`config.mk`:
```
export PLATFORM = sky130hd
export DESIGN_NAME = pn_replay_guard
export DESIGN_NICKNAME = d
export VERILOG_FILES = /design/src/rtl/pn_replay_guard.sv
export SDC_FILE = /design/constraint.sdc
export NUM_CORES = 1
export LEC_CHECK = 0
export BUFFER_PORTS_ARGS = -buffer_cell sky130_fd_sc_hd__buf_4
export CORE_AREA = 2 2 155 157
export DETAILED_ROUTE_END_ITERATION = 12
export DIE_AREA = 0 0 157 159
export PLACE_DENSITY = 0.81
export SYNTH_ARGS = -nofsm -noshare
export SYNTH_HDL_FRONTEND = slang
export SYNTH_SLANG_ARGS = --single-unit
```
`constraint.sdc`:
```
create_clock -name clk -period 3.2 [get_ports clk]
set_input_delay 0.32 -clock clk [delete_from_list [all_inputs] [get_ports clk]]
set_output_delay 0.32 -clock clk [all_outputs]
set_load 0.005 [all_outputs]
```
`src/rtl/pn_replay_guard.sv`:
```
module pn_replay_guard #(
  parameter int PN_W     = 128,
  parameter int NARROW_W = 24,
  parameter int MID_W    = 48
) (
  input  logic            clk,
  input  logic            rst_n,
  input  logic            frm_valid,
  input  logic [PN_W-1:0] frm_pn,
  input  logic            cfg_check_en,
  input  logic            cfg_even_only,
  input  logic            cfg_odd_only,
  input  logic            cfg_err_handle_en,
  input  logic [1:0]      cfg_size,
  input  logic            sw_clr_err,
  input  logic            sw_preload,
  input  logic [PN_W-1:0] sw_pn,
  output logic            res_valid,
  output logic            res_pass,
  output logic            res_fail,
  output logic            res_bypass,
  output logic            err_sticky,
  output logic            pn_valid,
  output logic [PN_W-1:0] pn_stored
);

  localparam logic [PN_W-1:0] MASK_NARROW = {{(PN_W-NARROW_W){1'b0}}, {NARROW_W{1'b1}}};
  localparam logic [PN_W-1:0] MASK_MID    = {{(PN_W-MID_W){1'b0}}, {MID_W{1'b1}}};
  localparam logic [PN_W-1:0] MASK_FULL   = {PN_W{1'b1}};

  logic [PN_W-1:0] cmp_mask;
  logic            size_ok, newer, parity_bad, chk_bad;
  logic            fail_now, pass_now, bypass_now;

  always_comb begin
    case (cfg_size)
      2'd0:    cmp_mask = MASK_NARROW;
      2'd1:    cmp_mask = MASK_MID;
      2'd2:    cmp_mask = MASK_FULL;
      default: cmp_mask = '0;
    endcase
  end

  assign size_ok    = (cfg_size != 2'd3);
  assign newer      = (frm_pn & cmp_mask) > (pn_stored & cmp_mask);
  assign parity_bad = (cfg_even_only & frm_pn[0]) | (cfg_odd_only & ~frm_pn[0]);
  assign chk_bad    = cfg_check_en & (~size_ok | ~newer | parity_bad);

  assign bypass_now = frm_valid & err_sticky;
  assign fail_now   = frm_valid & ~err_sticky & pn_valid & chk_bad;
  assign pass_now   = frm_valid & ~err_sticky & ~fail_now;

  always_ff @(posedge clk or negedge rst_n) begin
    if (!rst_n) begin
      pn_stored <= '0;
      pn_valid  <= 1'b0;
    end else if (sw_preload) begin
      pn_stored <= sw_pn;
      pn_valid  <= 1'b1;
    end else if (pass_now) begin
      pn_stored <= frm_pn;
      pn_valid  <= 1'b1;
    end
  end

  always_ff @(posedge clk or negedge rst_n) begin
    if (!rst_n)                             err_sticky <= 1'b0;
    else if (fail_now && cfg_err_handle_en) err_sticky <= 1'b1;
    else if (sw_clr_err)                    err_sticky <= 1'b0;
  end

  always_ff @(posedge clk or negedge rst_n) begin
    if (!rst_n) begin
      res_valid  <= 1'b0;
      res_pass   <= 1'b0;
      res_fail   <= 1'b0;
      res_bypass <= 1'b0;
    end else begin
      res_valid  <= frm_valid;
      res_pass   <= pass_now;
      res_fail   <= fail_now;
      res_bypass <= bypass_now;
    end
  end

  // a verdict carries exactly one outcome
  a_r11_one_outcome: assert property (@(posedge clk) disable iff (!rst_n)
    res_valid |-> $onehot({res_pass, res_fail, res_bypass}));

  // no outcome without a verdict
  a_r11_quiet: assert property (@(posedge clk) disable iff (!rst_n)
    !res_valid |-> !(res_pass || res_fail || res_bypass));

  // a rejected frame keeps the stored PN
  a_r7_fail_keeps_pn: assert property (@(posedge clk) disable iff (!rst_n)
    (res_fail && !$past(sw_preload)) |-> (pn_stored == $past(pn_stored)));

  // held flag persists without a clear
  a_r8_sticky_holds: assert property (@(posedge clk) disable iff (!rst_n)
    (err_sticky && !sw_clr_err) |=> err_sticky);

  // a frame under a held flag is bypassed
  a_r9_bypass: assert property (@(posedge clk) disable iff (!rst_n)
    (frm_valid && err_sticky) |=> (res_bypass && $stable(pn_valid)));

  // full-width checked pass raises the stored PN
  a_r4_increase: assert property (@(posedge clk) disable iff (!rst_n)
    (frm_valid && !err_sticky && pn_valid && cfg_check_en && cfg_size == 2'd2 && !sw_preload)
      |=> (res_fail || pn_stored > $past(pn_stored)));

endmodule

```
==> summary.txt <==
STA
  – Setup slack after layout: -0.148 ns
  – Clock skew: 0.0162 ns
  – Upper clock frequency limit: 299 MHz
  – RSZ-0062 raised after global routing: true
  – Slew margin rel.: 49.3%
  – Period minus WS final: 3.35 ns
  – Final worst-path cycle share: 105%
  – Worst-margin pin slew: 0.761 ns
  – Max-slew violations: 0
  – Final number of hold-violating endpoints: 0
  – Setup violators final: 130

Yosys
  – Main combinational cell family by area after synthesis: simple AND/OR/NAND/NOR gates
  – Adder-cell share of the synthesized area: 14.3%
  – Top cell type's share of synthesized area: 29.3%
  – Syn avg cell area: 8.28 µm²
  – Area leader, netlist: dfrtp_1
  – Ys async rst share: 100%
  – Mapped Nets: 1779
  – Mux cell area share after synthesis: 0.0984%
  – Synth Area in XOR/XNOR: 0%
  – Post-synth EDFFs: 0
  – Flops & latches, synth: 134
  – Synth Instances: 1381
  – Part of the Yosys area used for sequential elements: 29.3%
  – Post-synthesis compound-gate area fraction: 25.0%
  – Main area contributors after synthesis: dfrtp_1 29%, ha_1 14%, nand2_1 12%
  – Synth Area in Simple Gates: 25.7%
  – Cell area after synthesis: 11400 µm²
  – Synth warn: 0
  – Post-synth cell types: 50
  – Top_reg_cell synth: dfrtp_1

CTS
  – Clock Tree Buf Depth: 2
  – Clk root buf: clkbuf_16
  – CTS clk-pin slew, worst paths: 0.07 ns
  – Clk sinks: 134
  – CTS tree: yes
  – Clk Latency, worst-skew pair: 0.43 ns
  – H-tree depth: 4
  – Num CTS Buffers: 17

Die
  – Row cnt: 56
  – Die area: 25000 µm²
  – Die H: 159 µm
  – Total core area: 23200 µm²
  – Starting Density: 49.3%
  – I/O pin total: 401
  – Die X: 157 µm

Status
  – Status: finished with violations
  – Failing checks: setup timing

Global route
  – Total track usage: 32.4%
  – GRT overflow: 0
  – First-pass GRT wire length: 65.0 mm
  – Vias in the first global route: 12732
  – Antenna violations before repair: 3
  – Largest net degree at the start of global routing: 77

Pwr
  – Max IR drop VDD: 0.287 mV
  – Tot Pwr: 6.77 mW
  – Leak pwr: 7.46 nW
  – PD cells: 413 nW/µm²

Final layout
  – Layout cell share with drive strength beyond 1: 33.0%
  – Fillers: 1748
  – Layout area overhead: 43.3%
  – Layout Utilization: 70.7%
  – Post-layout nets: 2186
  – Finished Layout Cells: 2122

Drt
  – Routed WL: 42.7 mm
  – DRC errors left: 0
  – DR WL/cell: 20.1 µm
  – Vias per cell: 6.03
  – DR vias: 12801
  – TritonRoute pass-1 iters: 6
  – Iter 0 DRT Violations: 893
  – Detail Route Antenna Nets: 0

Critical path
  – Worst Path Max Fanout: 22
  – Crit-path max cell delay: 0.32 ns
  – CP top delay family: buffers and inverters
  – Crit Path Class: in -> reg
  – Worst path cell trace: buf_4 > ha_4 > buf_12 > buf_4 > and2_1 > ha_1 > nand4_1 > nor4bb_2 > buf_4 > buf_4 > nand4b_1 > buf_4 > o211ai_4 > o21a_4 > buf_12 > buf_12 > o211ai_1
  – Slowest CP cell: nor4bb_2
  – WP data required: 3.49 ns
  – Worst Path Buf+Inv: 8
  – Most frequent CP cell: buf_4
  – CP Data Arrival Time: 3.63 ns
  – CP startpoint kind: primary input
  – Worst setup EP type: flop

Place
  – Routability cong.: 0.877
  – Dpl cells: 2063
  – Post-DP HPWL: 30.5 mm
  – IO buf count: 400

Min path
  – Hold Path Class: in -> reg

Run
  – Max-Cap Viols: 0
stage by stage:
stage	instance area (µm²)	hold WS (ns)	worst slack, ns	setup TNS [ns]
floorplan	11500	0.0244	0.0108	0
global placement	15200	0.359	-0.561	-67.49
detailed placement	15200	0.362	-0.610	-73.77
CTS	16100	0.0126	-0.0710	-2.82
global route	16400	0.0105	-0.234	-23.52
finish	16400	0.0270	-0.148	-12.27
power breakdown:
group / internal, mW / switching [mW]
registers: 1.90 / 0.214
clock network: 1.34 / 0.853
logic: 1.23 / 1.23
total: 4.48 / 2.30
logic make-up after synthesis:
family / count (synthesis)
AOI/OAI and AO/OA: 362
DFF: 134
and+or+nand+nor: 618
muxes: 1
buffers and inverters: 135
adders and majority gates: 131
layout by cell type (no fill, tap or decap), types with 8 or more instances in the layout:
cell         n
a21o_1      11
a21oi_1     44
and2_1      81
buf_12      25
buf_4      474
clkbuf_16   20
dfrtp_1    134
ha_1       126
inv_1        8
nand2_1    360
nand2b_1    49
nand3_1     14
nand4_1     26
nor2b_1     50
o2111ai_1  124
o211ai_1   110
o211ai_2    19
o21ai_0     12
worst reg2reg max path, cell delays in order (launching register included):
cell	delay (ns)
dfrtp_1	0.40
nand2_1	0.11
ha_4	0.27
and4_1	0.20
nand3_2	0.09
or4_4	0.55
nand4b_1	0.31
buf_4	0.22
o211ai_4	0.25
o21a_4	0.24
buf_12	0.14
buf_12	0.17
o211ai_1	0.13
path summary, 6_finish.rpt:
path	startpoint	end	slack (ns)	cells after the start
worst max-delay path	cfg_size[1]	pn_stored[58]	-0.15	17
worst min-delay path	frm_valid	res_valid	0.03	1
worst max register to register	pn_stored[121]	pn_stored[58]	-0.01	12
worst min register to register	pn_stored[60]	pn_stored[60]	0.58	2
max in group asynchronous	rst_n	pn_stored[127]	1.94	3
min in group asynchronous	rst_n	pn_stored[17]	0.45	2
flip-flops by register name, indices dropped and copies added (netlist names):
name	count
err_sticky	1
pn_stored	128
pn_valid	1
res_bypass	1
res_fail	1
res_pass	1
res_valid	1
cell type report:
| cell class | count | area [µm²] | share of cell area [%] |
|---|---|---|---|
| Antenna cell | 2 | 5.00 | 0.0305 |
| Clock buffer | 19 | 443 | 2.70 |
| Clock inverter | 13 | 193 | 1.18 |
| Inverter | 10 | 42.5 | 0.259 |
| Multi-Input combinational cell | 1112 | 7650 | 46.7 |
| Sequential cell | 134 | 3350 | 20.5 |
| Tap cell | 319 | 399 | 2.43 |
| Timing Repair Buffer | 513 | 4310 | 26.3 |
metal layers:
layer	share of wire [%]	track usage, %
met2	48	54.8
met3	9.0	7.57
met4	3.8	13.7
met1	39	39.2
met5	0.030	0
cell usage after synthesis, drive strengths merged, types with 3 or more instances:
| cell type | n |
|---|---|
| nor3 | 7 |
| clkbuf | 78 |
| nand2 | 360 |
| and2 | 82 |
| nor2b | 50 |
| nor2 | 7 |
| dfrtp | 134 |
| o211ai | 130 |
| a21oi | 47 |
| o21a | 8 |
| o21ai | 14 |
| ha | 131 |
| and4 | 3 |
| nand3 | 17 |
| buf | 47 |
| inv | 10 |
| nand4 | 26 |
| nor4 | 10 |
| a211oi | 3 |
| nand2b | 49 |
| a221oi | 3 |
| o2111ai | 128 |
| a21o | 11 |
what timing repair did:
action                                  CTS  global route
setup buffers                             8            10
gates cloned                              3             3
endpoints found under the setup margin  130           131
resized for setup                         9            25
hold buffers                              1             0
pin swaps                                56            25
hold endpoints to repair                 61             0
(Power assumes the default switching activity.)
